--- config.mk ---
export PLATFORM = sky130hd
export DESIGN_NAME = frac_baud_gen
export DESIGN_NICKNAME = d
export VERILOG_FILES = /design/src/rtl/frac_baud_pkg.sv /design/src/rtl/frac_baud_dp.sv /design/src/rtl/frac_baud_ctl.sv /design/src/rtl/frac_baud_gen.sv
export SDC_FILE = /design/constraint.sdc
export NUM_CORES = 1
export LEC_CHECK = 0
export BUFFER_PORTS_ARGS = -buffer_cell sky130_fd_sc_hd__buf_2
export CORE_ASPECT_RATIO = 1.2
export CORE_MARGIN = 2
export CORE_UTILIZATION = 40
export CTS_BUF_LIST = sky130_fd_sc_hd__clkbuf_16
export CTS_CLUSTER_SIZE = 16
export DETAILED_ROUTE_END_ITERATION = 8
export PLACE_DENSITY_LB_ADDON = 0.1
export SETUP_SLACK_MARGIN = 0.05
export SYNTH_ARGS = -nofsm -noshare
export SYNTH_HDL_FRONTEND = slang
export SYNTH_SLANG_ARGS = --single-unit
--- constraint.sdc ---
create_clock -name clk -period 4.9 [get_ports clk]
set_input_delay 0.49 -clock clk [delete_from_list [all_inputs] [get_ports clk]]
set_output_delay 0.49 -clock clk [all_outputs]
set_load 0.01 [all_outputs]
--- src/rtl/frac_baud_pkg.sv ---
package frac_baud_pkg;

  // strobes from the control section to the datapath
  typedef struct packed {
    logic hold;     // block disabled: clear counters, track inputs
    logic bitEdge;  // this edge closes a bit period
  } baudCtl_t;

endpackage

--- src/rtl/frac_baud_dp.sv ---
module frac_baud_dp
  import frac_baud_pkg::*;
#(
  parameter int DIV_W  = 20,
  parameter int FRAC_W = 4,
  parameter int PRE_W  = 8,
  parameter int SUB_W  = 4
) (
  input  logic              clk,
  input  logic              rstN,
  input  logic [DIV_W-1:0]  divInt,
  input  logic [FRAC_W-1:0] divFrac,
  input  logic [PRE_W-1:0]  preDiv,
  input  baudCtl_t          ctl,
  output logic              osPulse
);

  localparam int VW = DIV_W + FRAC_W;   // full divisor width in sixteenths
  localparam int AW = FRAC_W + SUB_W;   // oversample fraction width
  localparam int IW = VW - AW;          // oversample integer width
  localparam logic [VW-1:0] V_MIN = {{(VW-1){1'b0}}, 1'b1} << AW;

  logic [DIV_W-1:0]  divS;
  logic [FRAC_W-1:0] fracS;
  logic [PRE_W-1:0]  preS;
  logic [PRE_W-1:0]  preCnt;
  logic [IW-1:0]     osCnt;
  logic [AW-1:0]     acc;

  logic [VW-1:0] rawV, effV;
  logic [IW-1:0] osInt;
  logic [AW-1:0] osFrac;
  logic [AW:0]   accSum;
  logic          carry;
  logic [IW:0]   lenNow, cntNext;
  logic          srcEn, cfgDiff;

  always_comb begin
    rawV    = {divS, fracS};
    effV    = (rawV < V_MIN) ? V_MIN : rawV;
    osInt   = effV[VW-1:AW];
    osFrac  = effV[AW-1:0];
    accSum  = {1'b0, acc} + {1'b0, osFrac};
    carry   = accSum[AW];
    lenNow  = {1'b0, osInt} + {{IW{1'b0}}, carry};
    cntNext = {1'b0, osCnt} + {{IW{1'b0}}, 1'b1};
    srcEn   = !ctl.hold && (preCnt == preS);
    osPulse = srcEn && (cntNext == lenNow);
    cfgDiff = {divInt, divFrac, preDiv} != {divS, fracS, preS};
  end

  always_ff @(posedge clk) begin
    if (!rstN) begin
      divS   <= '0;
      fracS  <= '0;
      preS   <= '0;
      preCnt <= '0;
      osCnt  <= '0;
      acc    <= '0;
    end else if (ctl.hold) begin
      divS   <= divInt;
      fracS  <= divFrac;
      preS   <= preDiv;
      preCnt <= '0;
      osCnt  <= '0;
      acc    <= '0;
    end else begin
      preCnt <= srcEn ? '0 : preCnt + 1'b1;
      if (srcEn) osCnt <= osPulse ? '0 : cntNext[IW-1:0];
      if (osPulse) acc <= accSum[AW-1:0];
      if (ctl.bitEdge && cfgDiff) begin
        divS  <= divInt;
        fracS <= divFrac;
        preS  <= preDiv;
        acc   <= '0;
      end
    end
  end

  // prescaler never runs past its terminal count
  a_r2_pre_in_range: assert property (@(posedge clk) disable iff (!rstN)
    preCnt <= preS);

  // a period never exceeds the integer part plus one carry clock
  a_r5_cnt_in_period: assert property (@(posedge clk) disable iff (!rstN)
    osCnt <= osInt);

  // captured settings only move at a bit boundary while running
  a_r7_cfg_held: assert property (@(posedge clk) disable iff (!rstN)
    (!ctl.hold && !ctl.bitEdge) |=> $stable({divS, fracS, preS}));

endmodule

--- src/rtl/frac_baud_ctl.sv ---
module frac_baud_ctl
  import frac_baud_pkg::*;
#(
  parameter int SUB_W = 4
) (
  input  logic     clk,
  input  logic     rstN,
  input  logic     enable,
  input  logic     osPulse,
  output baudCtl_t ctl
);

  logic [SUB_W-1:0] subCnt;

  always_comb begin
    ctl.hold    = !enable;
    ctl.bitEdge = osPulse && (subCnt == {SUB_W{1'b1}});
  end

  always_ff @(posedge clk) begin
    if (!rstN || !enable) subCnt <= '0;
    else if (osPulse)     subCnt <= subCnt + 1'b1;
  end

  // disabling clears the sub-period position
  a_r1_hold_clears: assert property (@(posedge clk) disable iff (!rstN)
    !enable |=> (subCnt == '0));

endmodule

--- src/rtl/frac_baud_gen.sv ---
module frac_baud_gen
  import frac_baud_pkg::*;
#(
  parameter int DIV_W  = 20,
  parameter int FRAC_W = 4,
  parameter int PRE_W  = 8
) (
  input  logic              clk,
  input  logic              rstN,
  input  logic              enable,
  input  logic [DIV_W-1:0]  divInt,
  input  logic [FRAC_W-1:0] divFrac,
  input  logic [PRE_W-1:0]  preDiv,
  output logic              osTick,
  output logic              bitTick
);

  localparam int SUB_W = 4;  // 16 oversample periods per bit

  baudCtl_t ctl;
  logic     osPulse;

  frac_baud_dp #(
    .DIV_W(DIV_W), .FRAC_W(FRAC_W), .PRE_W(PRE_W), .SUB_W(SUB_W)
  ) u_dp (
    .clk(clk), .rstN(rstN), .divInt(divInt), .divFrac(divFrac),
    .preDiv(preDiv), .ctl(ctl), .osPulse(osPulse)
  );

  frac_baud_ctl #(.SUB_W(SUB_W)) u_ctl (
    .clk(clk), .rstN(rstN), .enable(enable), .osPulse(osPulse), .ctl(ctl)
  );

  always_ff @(posedge clk) begin
    if (!rstN) begin
      osTick  <= 1'b0;
      bitTick <= 1'b0;
    end else begin
      osTick  <= osPulse;
      bitTick <= ctl.bitEdge;
    end
  end

  // nothing is issued the cycle after enable is low
  a_r1_quiet_when_off: assert property (@(posedge clk) disable iff (!rstN)
    !enable |=> (!osTick && !bitTick));

  // every bit strobe coincides with an oversample strobe
  a_r4_bit_on_os: assert property (@(posedge clk) disable iff (!rstN)
    bitTick |-> osTick);

endmodule

* Word level (Yosys, flattened, before mapping)
Cells that the tools add are included.
** Cells by class
- Muxes and demuxes :: 8
- Equality and inequality tests :: 5
- Add/sub/neg operators :: 5
- Bitwise gates (word level) :: 2
- Reduce and logical (&&, ||, !) cells :: 10
- Order comparisons :: 1
** Operators with widths (count)
- $mux 20 :: 2
- $ne 32x32->1 :: 1
- $lt 24x9->1 const B :: 1
- $mux 24 :: 1
- $add 16x1->17 :: 1
- $add 16x1->17 const B :: 1
- $eq 17x17->1 :: 1
- $mux 16 :: 1
- $mux 8 :: 2
- $add 8x8->9 :: 1
- $add 8x1->8 const B :: 1
- $eq 8x8->1 :: 1
- $mux 4 :: 2
- $reduce_or 3->1 :: 2
- $add 4x1->4 const B :: 1
- $eq 4x4->1 const B :: 1
- $logic_and 1x1->1 :: 4
- $logic_not 1->1 :: 2
- $ne 2x1->1 const B :: 1
- $not 1->1 :: 2
- $reduce_and 2->1 :: 1
- $logic_or 1x1->1 :: 1
** Word-level totals
- Output and inout bits :: 2
- Bits of input ports :: 35
- Word-level logic and storage cells :: 40
- Register bits after elaboration :: 70

* Logic depth before layout (Yosys ltp)
Gate-level depths: netlist of the first run.
- Depth in word-level cells :: 10
- Depth in mapped cells :: 25
- Depth with buffers taken out :: 22

* Cells and area by module
A second synthesis of the first run with hierarchy kept.
** Unflattened totals
- Cell total of the unflattened synthesis :: 554
- Area, all modules :: 4663.2 sq um
** By module, submodules not included
- frac_baud_dp :: area each 4416.7 sq um, cells an instance 531, sequential area each 1281.2 sq um, times used 1
- frac_baud_ctl :: area each 193.9 sq um, cells an instance 19, sequential area each 80.1 sq um, times used 1
- frac_baud_gen :: area each 52.6 sq um, cells an instance 4, sequential area each 40.0 sq um, times used 1

* Worst setup path before layout of the first run
Ideal clock, no wire load.
- Kind :: register -> register
- From :: reg u_dp.divS[15]
- To :: reg u_dp.acc[0]
- Required time :: 4.784 ns
- Setup slack :: -0.146 ns
- Buffers on the path :: 2
- Period minus slack after synthesis :: 5.046 ns
- Data arrival time :: 4.930 ns
- Stages on the path, launching flop included :: 25
- Library setup time :: 0.116 ns
- Cells stage by stage :: dfxtp_1 buf_2 nor4_1 nand4_1 and2_1 ha_1 fa_1 a21oi_1 o21bai_1 a21o_1 a21oi_1 nor2b_1 o21ai_0 nand2b_1 ha_1 ha_1 and4_1 nand4_1 xor2_1 xnor3_1 nor4_2 o2111a_1 buf_4 mux2_2 and3_1
** On the way
- Longest elaborated chain between the ends :: 9
- Elaborated cells on any way between the ends :: 10
- Those cells by class :: add/sub (2); order compare (1); eq/ne (2); mux (1); reduce/logical (4)
** RTL lines
- start: declaration :: line frac_baud_dp.sv:23 : logic [DIV_W-1:0] divS;
- start signal: assignment :: line frac_baud_dp.sv:61 : divS <= divInt;
- start signal: assignment :: line frac_baud_dp.sv:72 : divS <= divInt;
- $lt 24x9->1 :: line frac_baud_dp.sv:40 : effV = (rawV < V_MIN) ? V_MIN : rawV;
- $mux 24 :: line frac_baud_dp.sv:40
- $add 8x8->9 :: line frac_baud_dp.sv:43 : accSum = {1'b0, acc} + {1'b0, osFrac};
- $add 16x1->17 :: line frac_baud_dp.sv:45 : lenNow = {1'b0, osInt} + {{IW{1'b0}}, carry};
- $eq 17x17->1 :: line frac_baud_dp.sv:48 : osPulse = srcEn && (cntNext == lenNow);
- $logic_and 1x1->1 :: line frac_baud_dp.sv:48
- $logic_and 1x1->1 :: line frac_baud_ctl.sv:17 : ctl.bitEdge = osPulse && (subCnt == {SUB_W{1'b1}});
- $logic_and 1x1->1 :: line frac_baud_dp.sv:71 : if (ctl.bitEdge && cfgDiff) begin
- $reduce_or 3->1 (no source line)
- end signal: assignment :: line frac_baud_dp.sv:70 : if (osPulse) acc <= accSum[AW-1:0];
- end: declaration :: line frac_baud_dp.sv:28 : logic [AW-1:0] acc;
Parallel ways exist; a longest one is shown, timed or not.
A chain may end at the register's enable or synchronous reset.

* Worst setup path after layout of the first run
- From :: reg u_dp.divS[4]
- To :: reg u_dp.acc[5]
The elaborated chain is that of the path after synthesis.

==> impl_metrics.env, run 1 <==
export IMPL_clkTransAtPathRegs_ns=0.06
export IMPL_min_path_type="primary input to register"
export IMPL_core_um2=11600
export IMPL_slew_headroom=0.425
export IMPL_rrSetupSlack_ns=-0.09
export IMPL_violations="setup timing"
export IMPL_postSynthCellCount=539
export IMPL_synth_flop_cell="dfxtp_1"
export IMPL_critical_path_max_fanout=4
export IMPL_critical_path_class="register to register"
export IMPL_whs_ns=0.406
export IMPL_met1_usage=0.261
export IMPL_area_delta_synth_final_pct=31.7
export IMPL_synthArstFlopShare=0
export IMPL_drc=0
export IMPL_clk_path_buf_depth=2
export IMPL_multiInputGateArea_um2=3520
export IMPL_period_share=1.02
export IMPL_hold_start="preDiv[7]"
export IMPL_firstDrtPassIters=4
export IMPL_diodes=0
export IMPL_arrival_ns=5.23
export IMPL_io_pins=37
export IMPL_pre_cts_slack_ns=-0.304
export IMPL_rsz0062_at_grt="true"
export IMPL_grt_total_usage=0.214
export IMPL_clk_latency_ns=0.34
export IMPL_synth_edf_count=0
export IMPL_ff_latch_area_um2=1410
export IMPL_routabilityCongestion=0.926
export IMPL_start_kind="register"
export IMPL_root_buffer="clkbuf_16"
export IMPL_synth_top_family_by_area="simple AND/OR/NAND/NOR gates"
export IMPL_power_density_nw_per_um2=266
export IMPL_avgSynthCellArea_um2=8.88
export IMPL_die_width_um=104
export IMPL_grtUsageMet3=0.0267
export IMPL_vias=4078
export IMPL_layout_commonest_cell="nand2_1"
export IMPL_grt_pass1_wl_mm=21.4
export IMPL_setup_tns_ns=-0.794
export IMPL_r2r_end="u_dp.acc[5]$_SDFFE_PP0P_"
export IMPL_nets=665
export IMPL_cap_violations=0
export IMPL_fmax_ghz=0.200
export IMPL_dieHeight_um=124
export IMPL_yosys_area_share_adder=0.0382
export IMPL_yosys_area_share_simple=0.258
export IMPL_drive_gt1_frac=0.319
export IMPL_dpl_cell_count=746
export IMPL_setup_viol=21
export IMPL_h_tree_depth=3
export IMPL_start_util=0.412
export IMPL_synth_nets=588
export IMPL_yosysWarnings=0
export IMPL_grt_pass1_vias=4151
export IMPL_syn_cell_area_um2=4790
export IMPL_via_per_inst=5.24
export IMPL_rows=43
export IMPL_layout_common_cells="nand2_1 (96), dfxtp_1 (66), xor2_1 (51)"
export IMPL_endpoint="u_dp.acc[5]$_SDFFE_PP0P_"
export IMPL_cts_tree="yes"
export IMPL_ant_nets=0
export IMPL_portBuffers=36
export IMPL_grt_ovfl_total=0
export IMPL_fin_crit_ns=4.99
export IMPL_fin_cells=778
export IMPL_finalPower_mw=1.67
export IMPL_hold_viol_final=0
export IMPL_grt_max_degree=76
export IMPL_synth_top_cells_by_area="dfxtp_1 (29%), xor2_1 (9.5%), nand2_1 (7.5%)"
export IMPL_setup_ws_ns=-0.0939
export IMPL_nFillCells=1116
export IMPL_ir_drop_v=0.000171
export IMPL_finalMaxSlewViolations=0
export IMPL_synth_top_area_share=0.293
export IMPL_antenna_found_initial=0
export IMPL_rr_startpoint="u_dp.divS[4]$_SDFFE_PN0P_"
export IMPL_ys_seq_area_frac=0.293
export IMPL_use_met2=0.384
export IMPL_wirelength_mm=13.6
export IMPL_skew_ns=0.00487
export IMPL_ys_seq_elements=70
export IMPL_tightest_slew_ns=0.860
export IMPL_ys_types=64
export IMPL_cts_made_buffers=9
export IMPL_grt_busiest_layer="met2"
export IMPL_yosysTopAreaCell="dfxtp_1"
export IMPL_synth_compound_area_share=0.0742
export IMPL_drtIter0Drc=133
export IMPL_status="finished with violations"
export IMPL_startpoint="u_dp.divS[4]$_SDFFE_PN0P_"
export IMPL_leakage_nw=2.65
export IMPL_end_kind="register"
export IMPL_synthMuxAreaShare=0.0944
export IMPL_cp_required_ns=5.14
export IMPL_clock_sinks=70
export IMPL_rr_worst_depth=25
export IMPL_dp_hpwl_mm=9.52
export IMPL_avgRoutedWirePerCell_um=17.5
export IMPL_dieArea_um2=12900
export IMPL_synth_xor_area_frac=0.184
critical path, stage by stage, from the launching register on:
cell       delay (ns)
dfxtp_2          0.34
nor4_4           0.28
nand4_1          0.17
buf_4            0.19
and2_4           0.14
ha_4             0.16
fa_2             0.34
a21oi_2          0.18
o21bai_4         0.07
a21o_1           0.19
a21oi_2          0.16
nor2b_1          0.07
o21ai_1          0.14
nand2b_1         0.11
ha_4             0.19
ha_4             0.17
xor3_1           0.21
nand2_1          0.08
a2bb2oi_2        0.15
a21o_1           0.20
nor4_4           0.32
buf_4            0.16
o2111a_2         0.25
clkbuf_16        0.16
mux2_4           0.29
and3_4           0.16
stage by stage:
step	instance area, um2	util
2_1_floorplan	4800	-
3_3_place_gp	5300	0.456
3_5_place_dp	5300	0.456
4_1_cts	5940	0.511
5_1_grt	6300	0.543
6_report	6300	0.543
kinds of logic after synthesis:
| kind of cell | count (synthesis) |
|---|---|
| and+or+nand+nor | 234 |
| xor gates and xnor gates | 91 |
| DFF | 70 |
| AOI/OAI and AO/OA | 50 |
| muxes | 44 |
| buffers and inverters | 36 |
| adders and majority gates | 14 |
area by class of cell:
| class | instances | area share |
|---|---|---|
| inverters | 4 | 0.00238 |
| flip-flops and latches | 70 | 0.223 |
| clock inverters | 7 | 0.0216 |
| clock buffers | 9 | 0.0357 |
| repair buffers | 98 | 0.127 |
| multi-input cells | 433 | 0.559 |
| well taps | 157 | 0.0312 |
Yosys cell counts, drive strengths merged (3+ instances only):
| cell type | n |
|---|---|
| a21o | 3 |
| a21oi | 19 |
| and2 | 14 |
| and3 | 21 |
| and4 | 10 |
| buf | 17 |
| clkbuf | 13 |
| dfxtp | 70 |
| ha | 13 |
| inv | 4 |
| mux2 | 9 |
| mux2i | 35 |
| nand2 | 96 |
| nand3 | 18 |
| nand4 | 11 |
| nor2 | 24 |
| nor3 | 9 |
| nor4 | 15 |
| o21ai | 4 |
| or3 | 5 |
| or4 | 4 |
| xnor2 | 33 |
| xnor3 | 4 |
| xor2 | 52 |
routing by layer:
layer	up-vias	routed length, um
li1	2043	-
met1	1957	6100
met2	55	6860
met3	23	278
met4	0	368
met5	-	0
how the worst min path moves through the flow:
stage	endpoint	slack, ns	depth (start not counted)
floorplan	u_ctl.subCnt[3]$_SDFFE_PN0P_	0.45	2
global placement	u_ctl.subCnt[3]$_SDFFE_PN0P_	0.47	2
detailed placement	u_ctl.subCnt[3]$_SDFFE_PN0P_	0.47	2
CTS	u_dp.divS[9]$_SDFFE_PN0P_	0.40	3
global route	u_dp.divS[17]$_SDFFE_PN0P_	0.42	3
finish	u_dp.preS[7]$_SDFFE_PN0P_	0.41	3
report_power, final:
part           total [mW]  internal, mW  switching, mW
combinational       0.260         0.123          0.137
sequential          0.606         0.588         0.0182
clock               0.809         0.546          0.263
total                1.67          1.26          0.417
timing repair:
| action | in CTS | in global routing |
|---|---|---|
| hold buffers | 0 | 0 |
| hold endpoints to repair | 0 | 0 |
| endpoints found under the setup margin | 62 | 62 |
| pin swaps | 28 | 29 |
| setup buffers | 7 | 4 |
| gates resized for setup | 39 | 50 |
| gates cloned | 2 | 3 |
flip-flops by register name, indices dropped and copies added (netlist names), 4 cells and up:
signal / flops
u_dp.divS: 20
u_dp.acc: 8
u_dp.osCnt: 16
u_ctl.subCnt: 4
u_dp.preS: 8
u_dp.fracS: 4
u_dp.preCnt: 8
Note: power is estimated with default switching activity, not from simulation.
==> run 2, diff against run 1 <==
--- a/config.mk
+++ b/config.mk
@@ -5,7 +5,7 @@
 export SDC_FILE = /design/constraint.sdc
 export NUM_CORES = 1
 export LEC_CHECK = 0
-export BUFFER_PORTS_ARGS = -buffer_cell sky130_fd_sc_hd__buf_2
+export BUFFER_PORTS_ARGS = -buffer_cell sky130_fd_sc_hd__buf_4
 export CORE_ASPECT_RATIO = 1.2
 export CORE_MARGIN = 2
 export CORE_UTILIZATION = 40
==> run 2 against run 1 <==
Compared with the run above:
- the flow still finishes with violations (setup timing)
- fmax fell by 0.31%
- sequential share of layout area fell by 0.40 points
- critical path depth rose by 6
- count of clock-buffer cells in the layout did not move
- critical path type unchanged
- highest routed layer unchanged
==> impl_metrics.env, run 2 (same netlist as run 1, synthesis figures left out) <==
export IMPL_status="finished with violations"
export IMPL_violations="setup timing"
export IMPL_min_path_type="primary input to register"
export IMPL_cp_required_ns=5.13
export IMPL_critical_path_max_fanout=5
export IMPL_layout_common_cells="nand2_1 (96), buf_4 (96), dfxtp_1 (66)"
export IMPL_rr_startpoint="u_dp.divS[18]$_SDFFE_PN0P_"
export IMPL_cap_violations=0
export IMPL_end_kind="register"
export IMPL_fin_cells=795
export IMPL_clkTransAtPathRegs_ns=0.06
export IMPL_clk_path_buf_depth=2
export IMPL_setup_ws_ns=-0.109
export IMPL_antenna_found_initial=0
export IMPL_portBuffers=36
export IMPL_fmax_ghz=0.200
export IMPL_drtIter0Drc=136
export IMPL_grt_pass1_wl_mm=20.9
export IMPL_drc=0
export IMPL_avgRoutedWirePerCell_um=16.6
export IMPL_diodes=0
export IMPL_area_delta_synth_final_pct=34.1
export IMPL_wirelength_mm=13.2
export IMPL_postCtsHoldBufs=0
export IMPL_cts_tree="yes"
export IMPL_reg_top3="u_dp.divS x20, u_dp.osCnt x16"
export IMPL_arrival_ns=5.24
export IMPL_slew_headroom=0.491
export IMPL_grt_ovfl_total=0
export IMPL_rows=43
export IMPL_power_density_nw_per_um2=246
export IMPL_regMostFlops="u_dp.divS"
export IMPL_start_kind="register"
export IMPL_vias=4205
export IMPL_root_buffer="clkbuf_16"
export IMPL_grt_total_usage=0.208
export IMPL_setup_viol=20
export IMPL_path_delay_family="buffers and inverters"
export IMPL_dieArea_um2=12900
export IMPL_dp_hpwl_mm=9.36
export IMPL_io_pins=37
export IMPL_routabilityCongestion=0.899
export IMPL_clock_sinks=70
export IMPL_h_tree_depth=3
export IMPL_rr_worst_depth=31
export IMPL_start_util=0.412
export IMPL_hold_start="divInt[13]"
export IMPL_finalMaxSlewViolations=0
export IMPL_fin_crit_ns=5.01
export IMPL_ant_nets=0
export IMPL_die_width_um=104
export IMPL_startpoint="u_dp.divS[18]$_SDFFE_PN0P_"
export IMPL_hold_viol_final=0
export IMPL_timing_critical_path_buf_inv=21
export IMPL_via_per_inst=5.29
export IMPL_largest_reg_flops=20
export IMPL_dpl_cell_count=744
export IMPL_core_um2=11600
export IMPL_firstDrtPassIters=4
export IMPL_cp_depth=31
export IMPL_skew_ns=0.00385
export IMPL_nets=682
export IMPL_cp_common_cell="buf_4"
export IMPL_dieHeight_um=124
export IMPL_clk_latency_ns=0.33
export IMPL_cpPeakStageDelay_ns=0.37
export IMPL_critical_path_class="register to register"
export IMPL_cts_made_buffers=9
export IMPL_grt_max_degree=77
export IMPL_leakage_nw=2.77
export IMPL_crit_slowest_cell="fa_2"
export IMPL_period_share=1.02
export IMPL_whs_path_depth=3
export IMPL_grt_pass1_vias=4097
export IMPL_drive_gt1_frac=0.321
export IMPL_ir_drop_v=0.000128
export IMPL_tightest_slew_ns=0.761
export IMPL_post_route_util=0.552
export IMPL_rsz0062_at_grt="true"
-- run 2: cell types whose count changed in the layout (fill, tap and decap cells not counted), sizes merged --
cell	previous run	this run
clkbuf	13	12
buf	94	112
clkinvlp	0	1
bufinv	4	2
inv	4	5
-- run 2: timing repair --
| item | CTS | global route |
|---|---|---|
| setup endpoints to repair | 62 | 62 |
| setup buffers | 23 | 8 |
| pin swaps | 8 | 24 |
| resized for setup | 31 | 49 |
| gates cloned | 2 | 4 |
-- run 2: routing by layer --
metal,GRT usage,vias to the layer above,routed length [um]
li1,-,2081,-
met4,0.0684,0,276
met2,0.378,63,6660
met1,0.251,2044,5920
met5,0,-,0
met3,0.0366,17,375
-- run 2: final timing paths --
kind	to	slack, ns
max	u_dp.acc[4]$_SDFFE_PP0P_	-0.11
min	u_dp.divS[13]$_SDFFE_PN0P_	0.42
max reg2reg	u_dp.acc[4]$_SDFFE_PP0P_	-0.11
min reg2reg	u_ctl.subCnt[3]$_SDFFE_PN0P_	0.48
-- run 2: report_power, final --
part	switching (mW)	leakage, nW	internal, mW
clock network	0.267	0.154	0.448
registers	0.0175	0.572	0.587
logic	0.132	2.04	0.126
-- run 2: area by class of cell --
| cell class | count | area, um2 |
|---|---|---|
| Fill cell | 1076 | 5200 |
| Multi-Input combinational cell | 433 | 3450 |
| Sequential cell | 70 | 1410 |
| Timing Repair Buffer | 115 | 1020 |
| Clock buffer | 9 | 225 |
| Tap cell | 157 | 196 |
| Clock inverter | 7 | 97.6 |
| Inverter | 4 | 15.0 |
-- run 2: worst reg2reg max path: cells and delay by family (launching register included) --
kind | cells | cell delay (ns)
fa+ha+maj | 2 | 0.53
xor+xnor | 1 | 0.13
compound gates | 2 | 0.24
flops | 1 | 0.34
buf+inv | 21 | 2.62
mux | 1 | 0.26
simple gates | 4 | 0.78
-- run 2: stage by stage --
stage                     TNS [ns]  area, um2  power (mW)  hold slack (ns)  setup slack, ns
after global routing        -13.24       6420        1.65            0.407           -0.285
after CTS                        0       6050        1.57            0.411          0.00460
after floorplan                  0       4800       0.755            0.448           0.0535
final                       -0.361       6420        1.58            0.415           -0.109
after global placement      -10.46       5360       0.836            0.466           -0.263
after detailed placement    -14.85       5360       0.839            0.473           -0.344
